**src/rtl/txs_pkg.sv**
```systemverilog
package txs_pkg;

    typedef enum logic [1:0] {
        ST_OFF    = 2'd0,
        ST_IDLE   = 2'd1,
        ST_LAUNCH = 2'd2,
        ST_BUSY   = 2'd3
    } txs_state_e;

    typedef enum logic {
        SRC_QUEUE   = 1'b0,
        SRC_FLOWCTL = 1'b1
    } txs_src_e;

endpackage

```
**src/rtl/txs_poll_timer.sv**
```systemverilog
module txs_poll_timer #(
    parameter int POLL_PERIOD = 256
) (
    input  logic clk,
    input  logic rst_n,
    input  logic en_i,
    output logic tick_o
);
    localparam int CW = (POLL_PERIOD > 2) ? $clog2(POLL_PERIOD) : 1;
    localparam logic [CW-1:0] LAST = CW'(POLL_PERIOD - 1);

    logic [CW-1:0] cnt_q;

    always_ff @(posedge clk) begin
        if (!rst_n || !en_i) begin
            cnt_q <= '0;
        end else if (cnt_q == LAST) begin
            cnt_q <= '0;
        end else begin
            cnt_q <= cnt_q + 1'b1;
        end
    end

    assign tick_o = en_i && (cnt_q == LAST);


    tick_gap_chk: assert property (@(posedge clk) disable iff (!rst_n)
        tick_o |=> !tick_o);

endmodule

```
**src/rtl/txs_demand_latch.sv**
```systemverilog
module txs_demand_latch (
    input  logic clk,
    input  logic rst_n,
    input  logic en_i,
    input  logic strobe_i,
    input  logic tick_i,
    input  logic consume_i,
    output logic pend_o
);
    logic pend_q;

    always_ff @(posedge clk) begin
        if (!rst_n || !en_i) begin
            pend_q <= 1'b0;
        end else if (consume_i) begin
            pend_q <= 1'b0;
        end else if (strobe_i || tick_i) begin
            pend_q <= 1'b1;
        end
    end

    assign pend_o = pend_q;


    consume_clears_chk: assert property (@(posedge clk) disable iff (!rst_n)
        consume_i |=> !pend_o);


    off_drops_chk: assert property (@(posedge clk) disable iff (!rst_n)
        !en_i |=> !pend_o);

endmodule

```
**src/rtl/txs_start_fsm.sv**
```systemverilog
module txs_start_fsm
    import txs_pkg::*;
(
    input  logic clk,
    input  logic rst_n,
    input  logic en_i,
    input  logic fc_ok_i,
    input  logic check_i,
    input  logic head_ready_i,
    input  logic done_i,
    output logic consume_o,
    output logic start_o,
    output logic src_o,
    output logic busy_o
);
    txs_state_e state_q, state_d;
    txs_src_e   src_q, src_d;

    always_ff @(posedge clk) begin
        if (!rst_n) begin
            state_q <= ST_OFF;
            src_q   <= SRC_QUEUE;
        end else begin
            state_q <= state_d;
            src_q   <= src_d;
        end
    end

    always_comb begin
        state_d   = state_q;
        src_d     = src_q;
        consume_o = 1'b0;
        unique case (state_q)
            ST_OFF: begin
                if (en_i) state_d = ST_IDLE;
            end
            ST_IDLE: begin
                if (!en_i) begin
                    state_d = ST_OFF;
                end else if (fc_ok_i) begin
                    state_d = ST_LAUNCH;
                    src_d   = SRC_FLOWCTL;
                end else if (check_i) begin
                    consume_o = 1'b1;
                    if (head_ready_i) begin
                        state_d = ST_LAUNCH;
                        src_d   = SRC_QUEUE;
                    end
                end
            end
            ST_LAUNCH: begin
                state_d = ST_BUSY;
            end
            ST_BUSY: begin
                if (done_i) state_d = en_i ? ST_IDLE : ST_OFF;
            end
            default: state_d = ST_OFF;
        endcase
    end

    always_comb begin
        start_o = (state_q == ST_LAUNCH);
        busy_o  = (state_q == ST_LAUNCH) || (state_q == ST_BUSY);
        src_o   = src_q;
    end


    pulse_width_chk: assert property (@(posedge clk) disable iff (!rst_n)
        start_o |=> (!start_o && busy_o));


    busy_hold_chk: assert property (@(posedge clk) disable iff (!rst_n)
        (busy_o && !done_i) |=> busy_o);


    start_needs_en_chk: assert property (@(posedge clk) disable iff (!rst_n)
        start_o |-> $past(en_i));


    fc_src_chk: assert property (@(posedge clk) disable iff (!rst_n)
        (start_o && src_o) |-> $past(fc_ok_i));


    fc_first_chk: assert property (@(posedge clk) disable iff (!rst_n)
        (start_o && !src_o) |-> !$past(fc_ok_i));

endmodule

```
**src/rtl/txstart_sched.sv**
```systemverilog
module txstart_sched #(
    parameter int POLL_PERIOD = 256
) (
    input  logic clk,
    input  logic rst_n,
    input  logic tx_enable,
    input  logic full_duplex,
    input  logic fc_enable,
    input  logic fc_slot_full,
    input  logic head_ready,
    input  logic tod_strobe,
    input  logic frame_done,
    output logic start_pulse,
    output logic start_src,
    output logic busy
);
    logic tick;
    logic pend;
    logic consume;
    logic fc_ok;
    logic check;

    assign fc_ok = full_duplex && fc_enable && fc_slot_full;
    assign check = pend || tod_strobe || tick;

    txs_poll_timer #(.POLL_PERIOD(POLL_PERIOD)) u_timer (
        .clk    (clk),
        .rst_n  (rst_n),
        .en_i   (tx_enable),
        .tick_o (tick)
    );

    txs_demand_latch u_latch (
        .clk       (clk),
        .rst_n     (rst_n),
        .en_i      (tx_enable),
        .strobe_i  (tod_strobe),
        .tick_i    (tick),
        .consume_i (consume),
        .pend_o    (pend)
    );

    txs_start_fsm u_fsm (
        .clk          (clk),
        .rst_n        (rst_n),
        .en_i         (tx_enable),
        .fc_ok_i      (fc_ok),
        .check_i      (check),
        .head_ready_i (head_ready),
        .done_i       (frame_done),
        .consume_o    (consume),
        .start_o      (start_pulse),
        .src_o        (start_src),
        .busy_o       (busy)
    );


    fc_gate_chk: assert property (@(posedge clk) disable iff (!rst_n)
        (start_pulse && start_src) |-> $past(fc_enable && full_duplex));

endmodule

```
**config.mk**
```make
export PLATFORM = sky130hd
export DESIGN_NAME = txstart_sched
export DESIGN_NICKNAME = d
export VERILOG_FILES = /design/src/rtl/txs_pkg.sv /design/src/rtl/txs_poll_timer.sv /design/src/rtl/txs_demand_latch.sv /design/src/rtl/txs_start_fsm.sv /design/src/rtl/txstart_sched.sv
export SDC_FILE = /design/constraint.sdc
export NUM_CORES = 1
export LEC_CHECK = 0
export BUFFER_PORTS_ARGS = -buffer_cell sky130_fd_sc_hd__buf_2
export CAP_MARGIN = 15
export CORE_AREA = 2 2 39 41
export CTS_CLUSTER_DIAMETER = 150
export DETAILED_ROUTE_END_ITERATION = 6
export DIE_AREA = 0 0 41 43
export PLACE_DENSITY = 0.71
export SYNTH_ARGS = -nofsm -noshare
export SYNTH_HDL_FRONTEND = slang
export SYNTH_HIERARCHICAL = 1
export SYNTH_SLANG_ARGS = --single-unit
```
**constraint.sdc**
```tcl
create_clock -name clk -period 2.1 [get_ports clk]
set_input_delay 0.315 -clock clk [delete_from_list [all_inputs] [get_ports clk]]
set_output_delay 0.315 -clock clk [all_outputs]
set_load 0.01 [all_outputs]
```
**Word level (Yosys, flattened, before mapping)**

Cells that the tools add are included.

- Register bits after elaboration: 12
- Output and inout port bits: 3
- Bits of input ports: 9
- Logic and storage cells: 45

- Reductions and logical operators: 17
- Equality and inequality tests: 8
- $add $sub $neg: 1
- Multiplexer cells: 15

Operators with widths:

| kind | number |
|---|---|
| 2-bit two-way mux | 6 |
| 8-bit by 1-bit adder with 8-bit output, second input constant | 1 |
| 8-bit equality test, second input constant | 1 |
| 1-bit two-way mux | 8 |
| 4-bit inequality test, second input constant | 2 |
| 2-bit case mux with 4 select lines | 1 |
| 4-bit AND reduction | 2 |
| 1-bit logical OR | 5 |
| 2-bit equality test, second input constant | 2 |
| 2-bit inequality test, second input constant | 2 |
| 2-bit nonzero test | 2 |
| 2-bit OR reduction | 2 |
| 1-bit logical AND | 3 |
| 2-bit by 1-bit equality test with 1-bit output, second input constant | 1 |
| 1-bit zero test | 2 |
| 2-bit zero test | 1 |

**Logic depth before layout (Yosys ltp)**

Gate-level depths: netlist (run 1).

- Depth in word-level cells: 8
- Depth in mapped cells: 7
- Depth with buffers taken out: 7

**Cells and area by module**

Netlist (run 1), hierarchy kept.

Modules (own cells, without submodules):

| module | cells each | sequential area each (µm²) | instances | area each (µm²) |
|---|---|---|---|---|
| txs_poll_timer | 40 | 160.2 | 1 | 355.3 |
| txs_start_fsm | 19 | 60.1 | 1 | 170.2 |
| txs_demand_latch | 4 | 20.0 | 1 | 33.8 |
| txstart_sched | 2 | 0.0 | 1 | 12.5 |

**Worst setup path after synthesis (run 1)**

OpenSTA, ideal clock, no wires.

- Path kind: reg-to-reg
- From: reg u_timer.cnt_q[0]
- To: reg (tool-made name)
- Library setup time: 0.115 ns
- Slack: 0.424 ns
- Data arrival time: 1.561 ns
- Buffers on the path: 1
- Stages on the path, launching flop included: 8
- Clock period less this slack: 1.676 ns
- Data required time: 1.985 ns
- Cell sequence: dfxtp_1 -> ha_1 -> clkbuf_1 -> and4_1 -> or3_1 -> a21oi_1 -> o2bb2ai_1 -> and2_1

RTL lines:

| item | RTL line | RTL |
|---|---|---|
| start: declaration | txs_poll_timer.sv:12 | `logic [CW-1:0] cnt_q;` |
| start signal: assignment | txs_poll_timer.sv:20 | `cnt_q <= cnt_q + 1'b1;` |

==> summary.md, run 1 <==
| Metric | Value |
|---|---|
| Post-synth EDFFs | `0` |
| Leakage power | `0.000289 uW` |
| Initial drt markers | `11` |
| Synthesis-to-layout area growth | `18.2%` |
| Critical path capture point type | `flop` |
| Async S/R FF share, synth | `0` |
| Setup bufs post-CTS | `0` |
| Root Buffer | `clkbuf_4` |
| All-Layer GR Usage | `0.138` |
| RSZ-0062 raised after global routing | `false` |
| Syn Nets | `between 70 and 80` |
| Yosys cell types | `27` |
| Initial Util | `0.413` |
| Multi-input gate area | `317 sq um` |
| Critical path peak fanout | `7` |
| Core ar. | `1380 sq um` |
| Filler instances | `125` |
| Die width | `41 microns` |
| Sequential cell area | `240 sq um` |
| Clock sink count | `12` |
| Input/output buffers | `11` |
| Row count | `14` |
| CP Buf/Inv Count | `0` |
| Tot Pwr | `~450 uW` |
| Sequential share of the synthesized area | `0.420` |
| IO Count | `12` |
| TritonCTS clock tree | `yes` |
| Via count of the first global-routing pass | `420` |
| Required time worst endpoint | `2.27 ns` |
| VDD IR max | `0.394 mV` |
| Final WL | `1090 microns` |
| Initial antenna violation count | `0` |
| Crit path max-delay family | `simple AND/OR/NAND/NOR gates` |
| Num CTS Buffers | `3` |
| Via density | `5.37` |
| Hold_buf cts | `0` |
| Worst skew pair latency | `0.27 ns` |
| Final Hold Fails | `0` |
| Total number of H-tree levels | `1` |
| Max-cap viol count | `0` |
| Number of synthesized register bits | `12` |
| CTS max path bufs | `2` |
| Routability Congestion | `about 0.78` |
| Share of cells above drive strength 1 | `0.256` |
| Setup crit start kind | `flop` |
| Yosys synthesis warning count | `6` |
| WHS | `around 0.33 ns` |
| Post-Syn Area per Cell | `8.80 sq um` |
| Final worst slack | `0.344 ns` |
| Overflow after GRT | `0` |
| Min Tclk post-route | `between 1.5 and 2 ns` |
| First-pass GRT wire length | `1660 microns` |
| Final ANT Viol Nets | `0` |
| Most used DFF post-synth | `dfxtp_1` |
| Tightest Pin Transition | `0.235 ns` |
| Post-route setup TNS | `0 ns` |
| DR WL/cell | `11.6 microns` |
| Period utilisation layout | `0.836` |
| HP Class | `primary input to flop` |
| Routed vias | `505` |
| Residual DRC | `0` |
| Final Setup Violations | `0` |
| Synth Cell Area | `572 sq um` |
| Largest net degree at the start of global routing | `8` |
| Status | `complete, no violations` |
| Gates resized, CTS repair | `0` |
| Final #Nets | `89` |
| Drt first pass iters | `4` |
| Critical path's largest stage delay | `0.35 ns` |
| Slowest cell on crit path | `dfxtp_1` |
| Rel. slew slack | `0.843` |
| Syn Inst Count | `65` |
| Diode count | `0` |
| Pwr/cell area | `approximately 670 nW/um^2` |
| Clock slew at reported path FFs | `0.07 ns` |
| Fmax | `approximately 570 MHz` |
| Total die area | `1760 sq um` |
| DP Wirelength | `792 microns` |
| Final number of max-transition violations | `0` |
| Util after Layout | `0.488` |
| Critical-path cell list | `ha_1, and4_1, or3_1, a21oi_1, o2bb2ai_1, and2_1` |
| CP Data Arrival Time | `1.93 ns` |
| Clock Skew | `0.000664 ns` |
| Die height | `approximately 43 microns` |
| Post-place setup slack | `0.388 ns` |
| Setup Crit Path Kind | `flop to flop` |
[state kept, by name, summed over array words and instances (netlist names), named ones only]
signal / cells
u_fsm/src_o: 1
u_fsm/state_q: 1
u_latch/pend_o: 1
u_timer/cnt_q: 8
[Yosys cell counts (2+ instances only)]
cell type   n  area (sq um)
nand3_1     4          20.0
or3_1       2          12.5
o21ai_0     3          15.0
clkbuf_1    2          7.51
nand2_1     6          22.5
nor3_1      3          15.0
nor3b_1     2          15.0
dfxtp_1    12           240
nor2_1      7          26.3
inv_1       2          7.51
xor2_1      2          17.5
a21oi_1     5          25.0
[cells in the final DEF, fill, tap and decap left out, types with 2 or more instances in the layout]
| cell | synthesis | routed |
|---|---|---|
| or3_1 | 2 | 2 |
| o21ai_0 | 3 | 3 |
| clkbuf_4 | 0 | 3 |
| a21oi_1 | 5 | 5 |
| inv_1 | 2 | 2 |
| nor3b_1 | 2 | 2 |
| nor2_1 | 7 | 7 |
| nand2_1 | 6 | 6 |
| xor2_1 | 2 | 2 |
| nand3_1 | 4 | 4 |
| nor3_1 | 3 | 3 |
| buf_2 | 0 | 11 |
| dfxtp_1 | 12 | 12 |
[cells by family (layout without fill, tap and decap cells)]
family	count (synthesis)	after routing	synth area share
adders and majority gates	1	1	0.0219
buffers and inverters	4	17	0.0263
xor gates and xnor gates	3	3	0.0460
DFF	12	12	0.420
and+or+nand+nor	32	32	0.335
AOI/OAI and AO/OA	13	13	0.151
[power breakdown]
group | switching [uW] | leakage [uW] | internal [uW]
clock | 76.6 | 0.0000210 | 105
combinational | 18.0 | 0.000171 | 16.3
sequential | 5.26 | 0.0000974 | 232
total | 99.9 | 0.000289 | 354
[layer usage]
layer  vias up  routed length [microns]  track usage
li1        261                        -            -
met1       227                      511        0.154
met2        15                      510        0.225
met3         2                       52       0.0314
met4         0                       15       0.0800
met5         -                        0            0
[per-stage QoR]
step | instance area (sq um) | std cells
after floorplan | 572 | 65
after global placement | 639 | 90
after CTS | 676 | 94
after detailed placement | 639 | 90
after global routing | 676 | 94
final | 676 | 94
[worst paths after layout]
kind                          from          endpoint  slack (ns)  depth (start not counted)
setup reg to reg  u_timer/cnt_q[0]              flop        0.34                          6
hold reg to reg   u_timer/cnt_q[0]  u_timer/cnt_q[0]        0.48                          1
hold / removal           tx_enable    u_latch/pend_o        0.33                          3
setup / recovery  u_timer/cnt_q[0]              flop        0.34                          6
[worst register-to-register path: cells and delay by family (launching register included)]
kind	cells	cell delay, ns
AND/OR/NAND/NOR	3	0.70
flip-flops	1	0.35
AO/OA/AOI/OAI	2	0.31
adder cells (fa/ha/maj)	1	0.29
[final cells by class]
cell class	instances	area share
tap	16	0.0296
clock buffer	4	0.0537
timing repair buffer	11	0.0815
multi-input combinational	49	0.469
sequential	12	0.356
inverter	2	0.0111
Note: power is estimated with default switching activity, not from simulation.
==> run 2: changes to the inputs <==
ABC_AREA = 1   (was default)
PLACE_DENSITY = 0.77   (was 0.71)
clock period = 1.7 ns   (was 2.1 ns; I/O delays follow)
==> summary.md, run 2 <==
| Metric | Value |
|---|---|
| Max reg flops | `8` |
| Commonest non-fill, non-tap cell in the layout | `nand2_1` |
| CP Data Arrival Time | `around 1.7 ns` |
| Number of synthesized register bits | `12` |
| Row count | `14` |
| Root Buffer | `clkbuf_4` |
| Largest area contributor in the netlist | `dfxtp_1` |
| CTS max path bufs | `2` |
| Async S/R FF share, synth | `0` |
| Total die area | `1760 sq um` |
| Share of cells above drive strength 1 | `0.274` |
| Post-Syn Area per Cell | `~6.4 sq um` |
| Routed vias | `605` |
| Post-place setup slack | `just under 0.09 ns` |
| Drt first pass iters | `4` |
| Residual DRC | `0` |
| Setup bufs post-CTS | `0` |
| Die height | `43 microns` |
| Min Tclk post-route | `1.57 ns` |
| Required time worst endpoint | `1.87 ns` |
| Final number of max-transition violations | `0` |
| Most common cell in the netlist | `nand2_1` |
| Placed cell count | `~130` |
| WHS Path Cells | `3` |
| Clock Skew | `about 0.0036 ns` |
| Setup crit start kind | `flop` |
| Final ANT Viol Nets | `0` |
| Top cell type's share of synthesized area | `0.371` |
| Psw | `around 140 uW` |
| Syn Inst Count | `roughly 100` |
| Synth top cells by count | `nand2_1, inv_1, dfxtp_1, nor2_1, a21oi_1` |
| Most flops, register | `u_timer/cnt_q` |
| DP Wirelength | `877 microns` |
| Diode count | `0` |
| Setup Crit Path Kind | `flop to flop` |
| First-pass GRT wire length | `1890 microns` |
| Synthesis-to-layout area growth | `20.7%` |
| Worst reg-to-reg setup slack | `roughly 0.13 ns` |
| Clock sink count | `12` |
| Highest-count cells in the layout ignoring fill and taps | `nand2_1, inv_1, nor2_1, buf_2, dfxtp_1` |
| Clock slew at reported path FFs | `0.08 ns` |
| Post-Layout Cell Count | `between 100 and 150` |
| DR WL/cell | `8.37 microns` |
| Final WL | `1110 microns` |
| Max-cap viol count | `0` |
| Period utilisation layout | `0.922` |
| TritonCTS clock tree | `yes` |
| Overflow after GRT | `0` |
| Via count of the first global-routing pass | `roughly 510` |
| Depth of the worst register-to-register path | `12` |
| Synth Cell Area | `648 sq um` |
| Initial antenna violation count | `0` |
| Clock power share | `0.378` |
| Seq pwr share | `0.511` |
| Routability Congestion | `0.692` |
| HP Class | `primary input to flop` |
| Post-route setup TNS | `0 ns` |
| Largest net degree at the start of global routing | `9` |
| CP endpoint | `u_fsm/src_o` |
| Worst r2r src | `u_timer/cnt_q[1]` |
| Status | `complete, no violations` |
| Final worst slack | `0.132 ns` |
| Post-synth EDFFs | `0` |
| Initial drt markers | `7` |
| Syn Nets | `around 110` |
| Yosys synthesis warning count | `6` |
| Via density | `4.55` |
| Worst skew pair latency | `0.27 ns` |
| Fmax | `638 MHz` |
| IO Count | `12` |
| Critical path capture point type | `flop` |
| Yosys cell types | `15` |
| All-Layer GR Usage | `0.159` |
| Final Setup Violations | `0` |
| Tightest Pin Transition | `roughly 0.23 ns` |
| Filler instances | `145` |
| Die width | `between 40 and 50 microns` |
| Input/output buffers | `11` |
| Pwr/cell area | `749 nW/um^2` |
| Util after Layout | `0.565` |
| VDD IR max | `0.493 mV` |
| Core ar. | `1380 sq um` |
| Rel. slew slack | `0.849` |
| Reg2reg end | `u_fsm/src_o` |
| Gates resized, CTS repair | `0` |
| Initial Util | `0.468` |
| Sw Ratio | `0.236` |
| Most used DFF post-synth | `dfxtp_1` |
| Total number of H-tree levels | `1` |
| Combinational power share | `0.111` |
| Final Hold Fails | `0` |
| Hold_buf cts | `0` |
| Top post-synthesis cells by area | `dfxtp_1, nand2_1, inv_1` |
| Critical path peak fanout | `3` |
| CP Launch Point | `u_timer/cnt_q[1]` |
| Sequential share of the synthesized area | `0.371` |
| Final #Nets | `128` |
| WHS | `0.252 ns` |
| Internal Power | `448 uW` |
| Leakage power | `0.000348 uW` |
| Num CTS Buffers | `3` |
-- run 2: changes by cell type after synthesis, sizes merged, moves of 3 or more --
cell   delta
a21oi     +3
inv      +17
nand2    +27
nor2     +11
nor3      -3
-- run 2: worst min-delay path by stage --
| stage | startpoint | slack, ns | end |
|---|---|---|---|
| after detailed placement | u_fsm/src_o | 0.46 | u_fsm/src_o |
| after global routing | rst_n | 0.25 | u_fsm/state_q[0] |
| after floorplan | rst_n | 0.39 | flop |
| after global placement | u_fsm/src_o | 0.45 | u_fsm/src_o |
| after CTS | rst_n | 0.24 | u_fsm/state_q[0] |
| final | rst_n | 0.25 | u_fsm/state_q[0] |
-- run 2: power by group through the flow --
stage          clock network [uW]  registers [uW]  logic (uW)
4_1_cts                       234             298        62.1
6_report                      221             299        65.1
3_3_place_gp                    0             304        60.4
5_1_grt                       237             301        75.9
3_5_place_dp                    0             305        61.8
2_1_floorplan                   0             303        40.4
-- run 2: routing by layer --
layer,GRT usage,up-vias,share of wire
li1,-,337,-
met1,0.197,257,0.46
met2,0.228,9,0.49
met3,0.0314,2,0.036
met4,0.120,0,0.0090
met5,0,-,0
-- run 2: cell type report --
class	count	area, sq um	area share
flip-flops and latches	12	243	0.310
multi-input cells	70	349	0.446
well taps	16	20.0	0.0256
repair buffers	12	62.6	0.0800
inverters	19	71.3	0.0912
clock buffers	4	36.3	0.0464
-- run 2: worst max-delay path, stage by stage, from the launching register on --
cell and delay (ns):
dfxtp_2 0.34, ha_2 0.19, nand2_2 0.07, nor2_2 0.14
nand2_2 0.09, nor2_2 0.10, inv_1 0.05, nand2_1 0.08
a21oi_1 0.07, nand2_1 0.10, nand3_1 0.12, nand2_1 0.08
a21oi_1 0.05
-- run 2: stage by stage --
step	power (uW)	instance area, sq um
after floorplan	344	648
final	586	782
after global routing	614	782
after CTS	594	763
after global placement	364	727
after detailed placement	366	727
-- run 2: cell families (layout without fill, tap and decap cells) --
family                   Yosys count  after routing  share of synthesized area
buffers and inverters             20             35                      0.116
adder cells (fa/ha/maj)            1              1                     0.0193
AO/OA/AOI/OAI                     11             11                     0.0888
XOR/XNOR                           1              1                     0.0135
AND/OR/NAND/NOR                   57             57                      0.392
flip-flops                        12             12                      0.371
